[config.mk]
export PLATFORM = sky130hd
export DESIGN_NAME = acc_alu
export DESIGN_NICKNAME = d
export VERILOG_FILES = /design/src/rtl/acc_alu_pkg.sv /design/src/rtl/acc_alu_adder.sv /design/src/rtl/acc_alu_logic.sv /design/src/rtl/acc_alu_shift.sv /design/src/rtl/acc_alu.sv
export SDC_FILE = /design/constraint.sdc
export NUM_CORES = 1
export LEC_CHECK = 0
export ABC_AREA = 1
export BUFFER_PORTS_ARGS = -buffer_cell sky130_fd_sc_hd__buf_2
export CORE_MARGIN = 1
export CORE_UTILIZATION = 58
export DETAILED_ROUTE_END_ITERATION = 8
export GPL_TIMING_DRIVEN = 0
export HOLD_SLACK_MARGIN = 0.12
export PLACE_DENSITY = 0.78
export SYNTH_ARGS = -nofsm -noshare
export SYNTH_HDL_FRONTEND = slang
export SYNTH_HIERARCHICAL = 1
export SYNTH_SLANG_ARGS = --single-unit
[constraint.sdc]
create_clock -name clk -period 0.8 [get_ports clk]
set_clock_uncertainty 0.15 [all_clocks]
set_input_delay 0.04 -clock clk [delete_from_list [all_inputs] [get_ports clk]]
set_output_delay 0.04 -clock clk [all_outputs]
set_load 0.05 [all_outputs]
[src/rtl/acc_alu_pkg.sv]
package acc_alu_pkg;

    localparam int FLAG_W = 6;

    typedef enum logic [3:0] {
        OP_OR  = 4'd0,
        OP_AND = 4'd1,
        OP_XOR = 4'd2,
        OP_ADC = 4'd3,
        OP_SBC = 4'd4,
        OP_CMP = 4'd5,
        OP_BIT = 4'd6,
        OP_SHL = 4'd7,
        OP_SHR = 4'd8,
        OP_ROL = 4'd9,
        OP_ROR = 4'd10,
        OP_INC = 4'd11,
        OP_DEC = 4'd12
    } alu_op_e;

    // status word, bit 5 down to bit 0
    typedef struct packed {
        logic neg;
        logic ovf;
        logic dec;
        logic irq;
        logic zero;
        logic carry;
    } flags_t;

endpackage

[src/rtl/acc_alu_adder.sv]
module acc_alu_adder #(
    parameter int W = 8
) (
    input  logic [W-1:0] a_i,
    input  logic [W-1:0] b_i,
    input  logic         cin_i,
    output logic [W-1:0] sum_o,
    output logic         c_msb_o,
    output logic         cout_o
);
    logic [W-1:0] low_sum;
    logic [W:0]   full_sum;

    // carry into the top bit comes from the sum of the lower W-1 bits
    assign low_sum  = {1'b0, a_i[W-2:0]} + {1'b0, b_i[W-2:0]} + {{(W-1){1'b0}}, cin_i};
    assign full_sum = {1'b0, a_i} + {1'b0, b_i} + {{W{1'b0}}, cin_i};

    assign c_msb_o = low_sum[W-1];
    assign sum_o   = full_sum[W-1:0];
    assign cout_o  = full_sum[W];
endmodule

[src/rtl/acc_alu_logic.sv]
module acc_alu_logic #(
    parameter int W = 8
) (
    input  logic [W-1:0] a_i,
    input  logic [W-1:0] b_i,
    output logic [W-1:0] or_o,
    output logic [W-1:0] and_o,
    output logic [W-1:0] xor_o
);
    assign or_o  = a_i | b_i;
    assign and_o = a_i & b_i;
    assign xor_o = a_i ^ b_i;
endmodule

[src/rtl/acc_alu_shift.sv]
module acc_alu_shift
    import acc_alu_pkg::*;
#(
    parameter int W = 8
) (
    input  logic [3:0]   kind_i,
    input  logic [W-1:0] v_i,
    input  logic         cin_i,
    output logic [W-1:0] res_o,
    output logic         cout_o
);
    always_comb begin
        res_o  = v_i;
        cout_o = cin_i;
        case (kind_i)
            OP_SHL: {cout_o, res_o} = {v_i, 1'b0};
            OP_SHR: {res_o, cout_o} = {1'b0, v_i};
            OP_ROL: {cout_o, res_o} = {v_i, cin_i};
            OP_ROR: {res_o, cout_o} = {cin_i, v_i};
            OP_INC: res_o = v_i + W'(1);
            OP_DEC: res_o = v_i - W'(1);
            default: ;
        endcase
    end
endmodule

[src/rtl/acc_alu.sv]
module acc_alu
    import acc_alu_pkg::*;
#(
    parameter int DATA_W = 8
) (
    input  logic              clk,
    input  logic              rst_n,
    input  logic [3:0]        op_i,
    input  logic [DATA_W-1:0] acc_i,
    input  logic [DATA_W-1:0] opnd_i,
    input  logic [5:0]        flags_i,
    output logic [DATA_W-1:0] result_q,
    output logic [5:0]        flags_q
);
    localparam int MSB = DATA_W - 1;

    typedef struct packed {
        logic [DATA_W-1:0] res;
        flags_t            flg;
    } stage_t;

    stage_t state_d, state_q;
    flags_t fin;

    logic [DATA_W-1:0] add_b, add_sum, or_v, and_v, xor_v, sh_res;
    logic              add_cin, add_cmsb, add_cout, sh_cout;

    assign fin = flags_t'(flags_i);

    // operand steering for the shared adder
    always_comb begin
        add_b   = opnd_i;
        add_cin = fin.carry;
        if (op_i == OP_SBC || op_i == OP_CMP) add_b = ~opnd_i;
        if (op_i == OP_CMP) add_cin = 1'b1;
    end

    acc_alu_adder #(.W(DATA_W)) u_add (
        .a_i    (acc_i),
        .b_i    (add_b),
        .cin_i  (add_cin),
        .sum_o  (add_sum),
        .c_msb_o(add_cmsb),
        .cout_o (add_cout)
    );

    acc_alu_logic #(.W(DATA_W)) u_log (
        .a_i  (acc_i),
        .b_i  (opnd_i),
        .or_o (or_v),
        .and_o(and_v),
        .xor_o(xor_v)
    );

    acc_alu_shift #(.W(DATA_W)) u_sh (
        .kind_i(op_i),
        .v_i   (opnd_i),
        .cin_i (fin.carry),
        .res_o (sh_res),
        .cout_o(sh_cout)
    );

    always_comb begin
        logic upd_nz;
        state_d.res = acc_i;
        state_d.flg = fin;
        upd_nz      = 1'b0;
        case (op_i)
            OP_OR:  begin state_d.res = or_v;  upd_nz = 1'b1; end
            OP_AND: begin state_d.res = and_v; upd_nz = 1'b1; end
            OP_XOR: begin state_d.res = xor_v; upd_nz = 1'b1; end
            OP_ADC, OP_SBC: begin
                state_d.res       = add_sum;
                state_d.flg.carry = add_cout;
                state_d.flg.ovf   = add_cout ^ add_cmsb;
                upd_nz            = 1'b1;
            end
            OP_CMP: begin
                state_d.flg.carry = add_cout;
                state_d.flg.neg   = add_sum[MSB];
                state_d.flg.zero  = (add_sum == '0);
            end
            OP_BIT: begin
                state_d.flg.neg  = opnd_i[MSB];
                state_d.flg.ovf  = opnd_i[MSB-1];
                state_d.flg.zero = (and_v == '0);
            end
            OP_SHL, OP_SHR, OP_ROL, OP_ROR: begin
                state_d.res       = sh_res;
                state_d.flg.carry = sh_cout;
                upd_nz            = 1'b1;
            end
            OP_INC, OP_DEC: begin
                state_d.res = sh_res;
                upd_nz      = 1'b1;
            end
            default: ;
        endcase
        if (upd_nz) begin
            state_d.flg.neg  = state_d.res[MSB];
            state_d.flg.zero = (state_d.res == '0);
        end
    end

    always_ff @(posedge clk or negedge rst_n) begin
        if (!rst_n) state_q <= '0;
        else        state_q <= state_d;
    end

    assign result_q = state_q.res;
    assign flags_q  = state_q.flg;
endmodule

==> results of run 1 <==
[worst max path at each step]
stage / from / endpoint / slack (ps) / cells after the start
final: op_i[2] / flags_q[1] / -1770 / 20
after floorplan: op_i[2] / flags_q[1] / -1570 / 17
after global placement: op_i[2] / flags_q[1] / -2090 / 18
after CTS: op_i[2] / flags_q[1] / -1720 / 19
after global routing: op_i[2] / flags_q[1] / -2160 / 20
after detailed placement: op_i[2] / flags_q[1] / -2130 / 18
[cell usage in the layout (no fill, tap or decap), types with 14 or more instances in the layout]
cell / synthesis / layout
nand2_1: 116 / 91
inv_1: 64 / 55
nand3_1: 58 / 48
buf_4: 0 / 39
nand2_2: 5 / 26
buf_2: 2 / 26
ha_1: 26 / 25
buf_6: 1 / 21
nor2_1: 22 / 18
dfrtp_1: 14 / 14
[repair_timing]
action                                 in CTS  in global routing
endpoints found under the hold margin      27                 22
cloned                                      0                  0
gates resized for setup                    78                 39
setup endpoints to repair                  26                 26
pin swaps                                  39                 30
setup buffers                              31                 18
[cell families (layout without fill, tap and decap cells)]
kind of cell,Yosys count,in the layout,share of synthesized area
flops,14,14,0.145
fa+ha+maj,28,28,0.151
buf+inv,71,162,0.114
compound gates,37,37,0.101
simple gates,233,233,0.442
xor+xnor,13,13,0.0470
[worst max-delay path, stage by stage]
cell and delay, ps:
buf_8 80, clkinvlp_4 90, nor2_4 260, nand2_8 100
xnor2_4 140, fa_2 390, fa_2 360, nand2_2 70
nand2_2 50, nand3b_1 130, nand2_1 90, nand2_1 90
nand2_2 70, nand2_2 80, nand3_2 70, nand2_2 100
nand2_2 50, nor2_2 140, nand2_1 110, nand2_1 90
[registers in the layout (all words and copies together), names as in the netlist]
name,count
result_q,8
flags_q,6
[metal layers]
layer | GRT usage | wire [µm] | vias up
li1 | - | - | 1471
met1 | 0.472 | 3590 | 1534
met2 | 0.654 | 4620 | 362
met3 | 0.0479 | 1390 | 118
met4 | 0.197 | 765 | 0
met5 | 0 | 0 | -
[synth_stat cells]
library cell | count | area [µm²]
nand4_1 | 3 | 18.8
nand2_4 | 1 | 11.3
xnor2_1 | 8 | 70.1
or2_2 | 7 | 43.8
o21a_1 | 1 | 7.51
nand3b_1 | 5 | 37.5
inv_1 | 64 | 240
xor2_1 | 5 | 43.8
nand3_2 | 1 | 10.0
nand2_1 | 116 | 435
nor2_2 | 4 | 25.0
fa_1 | 2 | 40.0
inv_2 | 4 | 15.0
buf_2 | 2 | 10.0
o21ai_0 | 6 | 30.0
a31o_2 | 1 | 8.76
o21bai_1 | 1 | 7.51
o311ai_0 | 1 | 8.76
or2_4 | 1 | 8.76
nor4_1 | 4 | 25.0
nand2_2 | 5 | 31.3
o21ai_1 | 1 | 5.00
a21oi_2 | 1 | 8.76
or2_0 | 1 | 6.26
dfrtp_1 | 14 | 350
ha_1 | 26 | 325
nand3_1 | 58 | 290
o221ai_1 | 1 | 8.76
a22oi_1 | 3 | 22.5
o211ai_1 | 2 | 15.0
buf_6 | 1 | 11.3
o22ai_1 | 2 | 12.5
o21bai_2 | 1 | 11.3
nor2_4 | 3 | 33.8
a21oi_1 | 11 | 55.1
or2_1 | 2 | 12.5
nor2_1 | 22 | 82.6
a221oi_1 | 5 | 43.8
[power breakdown]
part | total (mW) | switching, mW | internal (mW)
combinational | 2.86 | 1.77 | 1.10
clock | 0.599 | 0.265 | 0.334
sequential | 0.851 | 0.0515 | 0.799
total | 4.31 | 2.08 | 2.23
[per-stage QoR]
stage / cell area [µm²] / worst slack (ps) / TNS [ps] / hold WS (ps) / util
global route: 3530 / -2160 / -21380 / -40.6 / 0.882
finish: 3530 / -1770 / -19560 / -41.9 / 0.882
global placement: 2720 / -2090 / -20580 / -217 / 0.680
detailed placement: 2720 / -2130 / -20920 / -208 / 0.680
CTS: 3300 / -1720 / -18350 / -59.7 / 0.825
floorplan: 2450 / -1570 / -14650 / -406 / -
[area by class of cell]
type / instances / share of cell area
plain buffers: 3 / 0.00603
clock buffers: 3 / 0.0117
inverters: 68 / 0.0755
multi-input cells: 311 / 0.592
flip-flops and latches: 14 / 0.0993
well taps: 50 / 0.0177
repair buffers: 88 / 0.198
==> impl_metrics.json, run 1 <==
{
  "dr_total_vias": 3485,
  "rsz0062_at_grt": "true",
  "postRouteAntennaNets": 0,
  "regArea_um2": 350,
  "setup_viol": 26,
  "cts_tree": "yes",
  "slew_headroom": 0.662,
  "fmax_mhz": 390,
  "cts_made_buffers": 3,
  "final.fill_count": 201,
  "path_max_fanout": 6,
  "power_mw": 4.31,
  "ctsRootBufferMaster": "clkbuf_8",
  "whs_path_depth": 3,
  "die_width_um": 66.6,
  "dr.pass1.iters": 9,
  "syn2layout_area_growth_pct": 45.6,
  "syn_area_mm2": 0.00242,
  "post-route-period-util": 3.21,
  "leakage_nw": 1.95,
  "min_from": "flags_i[4]",
  "syn_area_per_cell_um2": 6.12,
  "via_per_inst": 6.49,
  "ys_seq_area_frac": 0.145,
  "ios": 42,
  "peakVddDrop_v": 0.000706,
  "grtUsageTotal": 0.386,
  "endpoint_kind": "register",
  "cts.clk_slew.worst_paths_ps": 60,
  "drc": 20,
  "multi_input_area_mm2": 0.00209,
  "period_needed_ps": 2570,
  "grt_antenna_before_repair": 0,
  "grt_pass1_wl_um": 13000,
  "wire_per_inst_um": 19.3,
  "finalWirelength_um": 10400,
  "clockBufferDepth": 2,
  "status": "complete, but fails checks",
  "violations": "DRC, hold timing, setup timing",
  "worst_pin_slew_ps": 506,
  "cts.sinks": 14,
  "drv_slew": 0,
  "syn_inst": 396,
  "die_h_um": 66.6,
  "hold_class": "in2reg",
  "drv_cap": 0,
  "core_area_mm2": 0.00400,
  "row_count": 23,
  "htreeDepth": 1,
  "setup_slack_ps": -1770,
  "drive_above_1_share": 0.370,
  "post-dp-hpwl_um": 5140,
  "yosysUniqueCellTypes": 38,
  "start_util": 0.606,
  "final_cells": 537,
  "antenna_cells": 0,
  "hold_path_end": "flags_q[4]",
  "synth_seq_cells": 14,
  "place.gp.congestion": 0.912,
  "whs_ps": -41.9,
  "grt-ovfl-total": 0,
  "portBuffers": 41,
  "power.density_mw_per_mm2": 1220,
  "drt_iter0_drc": 720,
  "die-area_mm2": 0.00444,
  "required_ps": 840,
  "dp.cells": 487,
  "cts_hold_buf": 3,
  "start_kind": "input port",
  "critPathArrivalTime_ps": 2600,
  "grt_start_max_net_pins": 15,
  "hold_viol": 1,
  "path_class": "in2reg",
  "ys_warn_count": 6,
  "grt_pass1_vias": 2802,
  "nets": 545,
  "syn_nets": 452
}
(Power assumes the default switching activity.)
==> run 2, diff against run 1 <==
--- a/config.mk
+++ b/config.mk
@@ -13,6 +13,7 @@
 export GPL_TIMING_DRIVEN = 0
 export HOLD_SLACK_MARGIN = 0.12
 export PLACE_DENSITY = 0.78
+export SETUP_SLACK_MARGIN = 0.3
 export SYNTH_ARGS = -nofsm -noshare
 export SYNTH_HDL_FRONTEND = slang
 export SYNTH_HIERARCHICAL = 1
==> run 2 against run 1 <==
Against the previous run: the flow finishes with violations (hold timing, setup timing); combinational power is 10% lower; final cell count down 2.2%; maximum frequency shrank 4.8%; count of clock-buffer cells in the layout increased by 1; non-clock buffer count fell by 13; die area did not move; clock power is 16% higher; flip-flop and latch count is the same; sequential share of layout area increased by 0.95 points; first-iteration DRC count is 24% lower; largest power group unchanged; highest routed layer unchanged.
==> impl_metrics.json, run 2 (synthesis gave the netlist of run 1 again) <==
{
  "dr.pass1.iters": 6,
  "antenna_cells": 0,
  "cts.clk_slew.worst_paths_ps": 60,
  "tns_ps": -20780,
  "place.gp.congestion": 0.929,
  "cts_tree": "yes",
  "dp.cells": 487,
  "status": "complete, but fails checks",
  "violations": "hold timing, setup timing",
  "largest_register_ffs": 8,
  "fmax_mhz": 371,
  "portBuffers": 41,
  "hold_viol": 17,
  "multi_input_area_mm2": 0.00196,
  "worst_pin_slew_ps": 605,
  "period_needed_ps": 2690,
  "setup_slack_ps": -1890,
  "grt_pass1_vias": 2623,
  "ctsRootBufferMaster": "clkbuf_8",
  "cp-startpoint": "op_i[2]",
  "fin_util": 0.843,
  "critPathCapture": "flags_q[4]",
  "clockBufferDepth": 2,
  "via_per_inst": 6.01,
  "drv_slew": 0,
  "path_class": "in2reg",
  "peakVddDrop_v": 0.000668,
  "p_sw_frac": 0.454,
  "postRouteAntennaNets": 0,
  "drc": 0,
  "p_seq_frac": 0.207,
  "cts.sinks": 14,
  "required_ps": 750,
  "hold_class": "in2async",
  "internal_power_mw": 2.25,
  "critPathArrivalTime_ps": 2640,
  "switchingPower_mw": 1.87,
  "syn2layout_area_growth_pct": 39.1,
  "cts_made_buffers": 3,
  "setup_viol": 26,
  "p_comb_frac": 0.624,
  "grt_start_max_net_pins": 15,
  "drv_cap": 0,
  "leakage_nw": 1.88,
  "rsz0062_at_grt": "true",
  "regArea_um2": 367,
  "die_h_um": 66.6,
  "htreeDepth": 1,
  "final.fill_count": 255,
  "ios": 42,
  "wire_per_inst_um": 16.4,
  "grtUsageTotal": 0.359,
  "whs_ps": -481,
  "layout_commonest_cell": "nand2_1",
  "row_count": 23,
  "die-area_mm2": 0.00444,
  "slew_headroom": 0.595,
  "drive_above_1_share": 0.333,
  "start_util": 0.606,
  "power.density_mw_per_mm2": 1220,
  "path_max_fanout": 4,
  "fin_area_mm2": 0.00337,
  "finalWirelength_um": 8610,
  "post-route-period-util": 3.37,
  "core_area_mm2": 0.00400,
  "grt-ovfl-total": 0,
  "placedInstanceArea_mm2": 0.00274,
  "nets": 532,
  "grt_antenna_before_repair": 0,
  "die_width_um": 66.6,
  "endpoint_kind": "register",
  "post-dp-hpwl_um": 5250,
  "final_cell_mix": "101 x nand2_1, 58 x inv_1, 54 x nand3_1",
  "dr_total_vias": 3157,
  "final_cells": 525,
  "clkPwrFrac": 0.169,
  "start_kind": "input port",
  "grt_pass1_wl_um": 12200,
  "drt_iter0_drc": 544
}
run 2: changes by cell type in the layout (fill, tap and decap cells not counted), moves of 9 or more:
cell     change
dfrtp_1     -13
buf_6       +13
dfrtp_2     +13
nand2_1     +10
nand2_2      -9
buf_4       -22
run 2: final cells by class:
class | count | share of cell area
inverter | 68 | 0.0776
buffer | 3 | 0.00631
tap | 50 | 0.0186
sequential | 14 | 0.109
multi-input combinational | 311 | 0.581
timing repair buffer | 75 | 0.191
clock buffer | 4 | 0.0163
run 2: critical path: stages:
cell and delay (ps):
buf_8 80, clkinvlp_4 100, nor2_4 260, nand2_8 100, xnor2_4 140, fa_2 430
fa_2 380, nand2_2 100, nand2_2 60, nand3b_1 120, nand2_1 80, buf_4 140
buf_6 100, nand2_2 50, nand2_2 60, xor2_1 180, nand2_1 90, o221ai_1 140
run 2: worst min path at each step:
stage | startpoint | end | depth (start not counted)
final | rst_n | flags_q[4] | 1
after global routing | rst_n | result_q[7] | 1
after CTS | rst_n | flags_q[1] | 1
after detailed placement | rst_n | flags_q[1] | 1
after global placement | rst_n | flags_q[1] | 1
after floorplan | rst_n | flags_q[0] | 0
run 2: stage by stage:
stage               hold WS [ps]  worst slack (ps)  total power, mW
global placement            -217             -2100             2.71
global route                -460             -1980             4.36
finish                      -481             -1890             4.12
detailed placement          -206             -2130             2.75
floorplan                   -406             -1570             2.23
CTS                         -463             -1740             3.80
run 2: routing by layer:
metal	global-route usage	vias up	wire length (µm)
li1	-	1440	-
met1	0.458	1435	3330
met2	0.633	232	4120
met3	0.0223	50	815
met4	0.114	0	348
met5	0	-	0
run 2: power by group through the flow:
stage / Clock [mW] / Sequential, mW / Combinational [mW]
3_5_place_dp: 0 / 0.843 / 1.90
4_1_cts: 0.678 / 0.854 / 2.26
3_3_place_gp: 0 / 0.841 / 1.87
2_1_floorplan: 0 / 1.18 / 1.05
6_report: 0.697 / 0.855 / 2.57
5_1_grt: 0.741 / 0.863 / 2.76
run 2: repair_timing:
action,4_1_cts,5_1_grt
endpoints found under the setup margin,26,26
gates resized for setup,62,29
hold endpoints to repair,27,24
pin swaps,26,22
buffers inserted,26,8
==> run 3, diff against run 2 <==
--- a/config.mk
+++ b/config.mk
@@ -8,11 +8,11 @@
 export ABC_AREA = 1
 export BUFFER_PORTS_ARGS = -buffer_cell sky130_fd_sc_hd__buf_2
 export CORE_MARGIN = 1
-export CORE_UTILIZATION = 58
+export CORE_UTILIZATION = 48
 export DETAILED_ROUTE_END_ITERATION = 8
 export GPL_TIMING_DRIVEN = 0
 export HOLD_SLACK_MARGIN = 0.12
-export PLACE_DENSITY = 0.78
+export PLACE_DENSITY = 0.66
 export SETUP_SLACK_MARGIN = 0.3
 export SYNTH_ARGS = -nofsm -noshare
 export SYNTH_HDL_FRONTEND = slang
==> run 3 against run 2 <==
Against the previous run: the flow still finishes with violations (hold timing, setup timing); routed wire length shrank 14%; final cell count grew 1.3%; via count shrank 8.2%; highest routed layer unchanged; largest cell class unchanged; largest power group unchanged; clock power shrank 7.7%; sequential share of layout area shrank 0.32 points; count of clock-buffer cells in the layout is the same; combinational power grew 4%; power grew 1.1%; non-clock buffer count shrank 10.
==> impl_metrics.json, run 3 (synthesis gave the netlist of run 1 again) <==
{
  "status": "complete, but fails checks",
  "violations": "hold timing, setup timing",
  "row_count": 25,
  "dr_total_vias": 2897,
  "ios": 42,
  "slew_headroom": 0.682,
  "power.density_mw_per_mm2": 1200,
  "internal_power_mw": 2.33,
  "p_seq_frac": 0.205,
  "drive_above_1_share": 0.374,
  "postRouteAntennaNets": 0,
  "die_h_um": 73.1,
  "post-dp-hpwl_um": 5120,
  "drt_iter0_drc": 251,
  "required_ps": 830,
  "ctsRootBufferMaster": "clkbuf_8",
  "worst_pin_slew_ps": 476,
  "path_max_fanout": 4,
  "hold_viol": 18,
  "cts_made_buffers": 3,
  "dr.pass1.iters": 5,
  "grt-ovfl-total": 0,
  "cts.sinks": 14,
  "place.gp.congestion": 0.903,
  "syn2layout_area_growth_pct": 43.4,
  "regArea_um2": 367,
  "drv_cap": 0,
  "p_comb_frac": 0.641,
  "placedInstanceArea_mm2": 0.00276,
  "power_mw": 4.17,
  "fin_area_mm2": 0.00348,
  "htreeDepth": 1,
  "fmax_mhz": 396,
  "die_width_um": 73.1,
  "setup_slack_ps": -1720,
  "multi_input_area_mm2": 0.00215,
  "portBuffers": 41,
  "grt_pass1_vias": 2548,
  "cp-startpoint": "op_i[2]",
  "critical_path_buf_inv_count": 2,
  "p_sw_frac": 0.441,
  "final_cells": 532,
  "core_area_mm2": 0.00479,
  "grt_start_max_net_pins": 15,
  "clockBufferDepth": 2,
  "fin_util": 0.726,
  "finalWirelength_um": 7400,
  "clkPwrFrac": 0.154,
  "grtUsageTotal": 0.275,
  "final.fill_count": 400,
  "critPathArrivalTime_ps": 2550,
  "place_ws_ps": -2110,
  "final_cell_mix": "89 x nand2_1, 57 x inv_1, 48 x nand3_1",
  "endpoint_kind": "register",
  "tns_ps": -18720,
  "grt_pass1_wl_um": 11600,
  "switchingPower_mw": 1.84,
  "cts_tree": "yes",
  "dp.cells": 504,
  "nets": 522,
  "start_kind": "input port",
  "cp_top_family": "simple AND/OR/NAND/NOR gates",
  "setup_viol": 26,
  "antenna_cells": 0,
  "worstPathCellList": "buf_8 > clkinvlp_4 > nor2_4 > nand2_8 > xnor2_4 > fa_2 > fa_2 > nand2_2 > nand2_2 > nand3b_1 > nand2_2 > nand2_1 > nand2_1 > nor4_1 > nand3_1 > nand3_2 > nand3_2 > nand2_1",
  "critPathMaxStageDelay_ps": 390,
  "cts.clk_slew.worst_paths_ps": 50,
  "grt_antenna_before_repair": 0,
  "die-area_mm2": 0.00534,
  "wire_per_inst_um": 13.9,
  "rsz0062_at_grt": "true",
  "largest_register_ffs": 8,
  "post-route-period-util": 3.15,
  "worst_path_max_delay_cell": "fa_2",
  "layout_commonest_cell": "nand2_1",
  "drv_slew": 0,
  "whs_ps": -473,
  "start_util": 0.506,
  "path_class": "in2reg",
  "leakage_nw": 1.88,
  "via_per_inst": 5.45,
  "period_needed_ps": 2520,
  "hold_class": "in2async",
  "drc": 0,
  "peakVddDrop_v": 0.000793
}
## run 3: cell count changes in the layout (fill, tap and decap cells not counted), sizes merged
cell	delta
buf	-10
## run 3: worst paths after layout
kind | end | depth (start not counted)
setup / recovery | flags_q[1] | 18
hold / removal | result_q[3] | 1
max in group asynchronous | flags_q[2] | 1
min in group clk | flags_q[2] | 1
## run 3: what timing repair did
item / 4_1_cts / 5_1_grt
endpoints found under the hold margin: 27 / 26
pin swaps: 29 / 32
gates resized for setup: 70 / 43
setup endpoints to repair: 26 / 26
setup buffers: 15 / 9
## run 3: power by group through the flow
| stage | logic [mW] | registers (mW) | clock network (mW) |
|---|---|---|---|
| after floorplan | 1.05 | 1.18 | 0 |
| after global placement | 1.89 | 0.840 | 0 |
| after detailed placement | 1.90 | 0.840 | 0 |
| after CTS | 2.26 | 0.852 | 0.656 |
| after global routing | 2.87 | 0.863 | 0.687 |
| final | 2.67 | 0.855 | 0.643 |
## run 3: metal layers
layer  global-route usage  vias to the layer above  wire, µm
met2                0.479                      124      3590
li1                     -                     1414         -
met1                0.381                     1349      3280
met5                    0                        -         0
met3               0.0110                       10       419
met4               0.0436                        0       108
## run 3: final cells by class
cell class | count | share of cell area
Inverter | 68 | 0.0752
Timing Repair Buffer | 65 | 0.154
Clock buffer | 4 | 0.0158
Buffer | 3 | 0.00612
Sequential cell | 14 | 0.105
Multi-Input combinational cell | 311 | 0.620
Tap cell | 67 | 0.0241
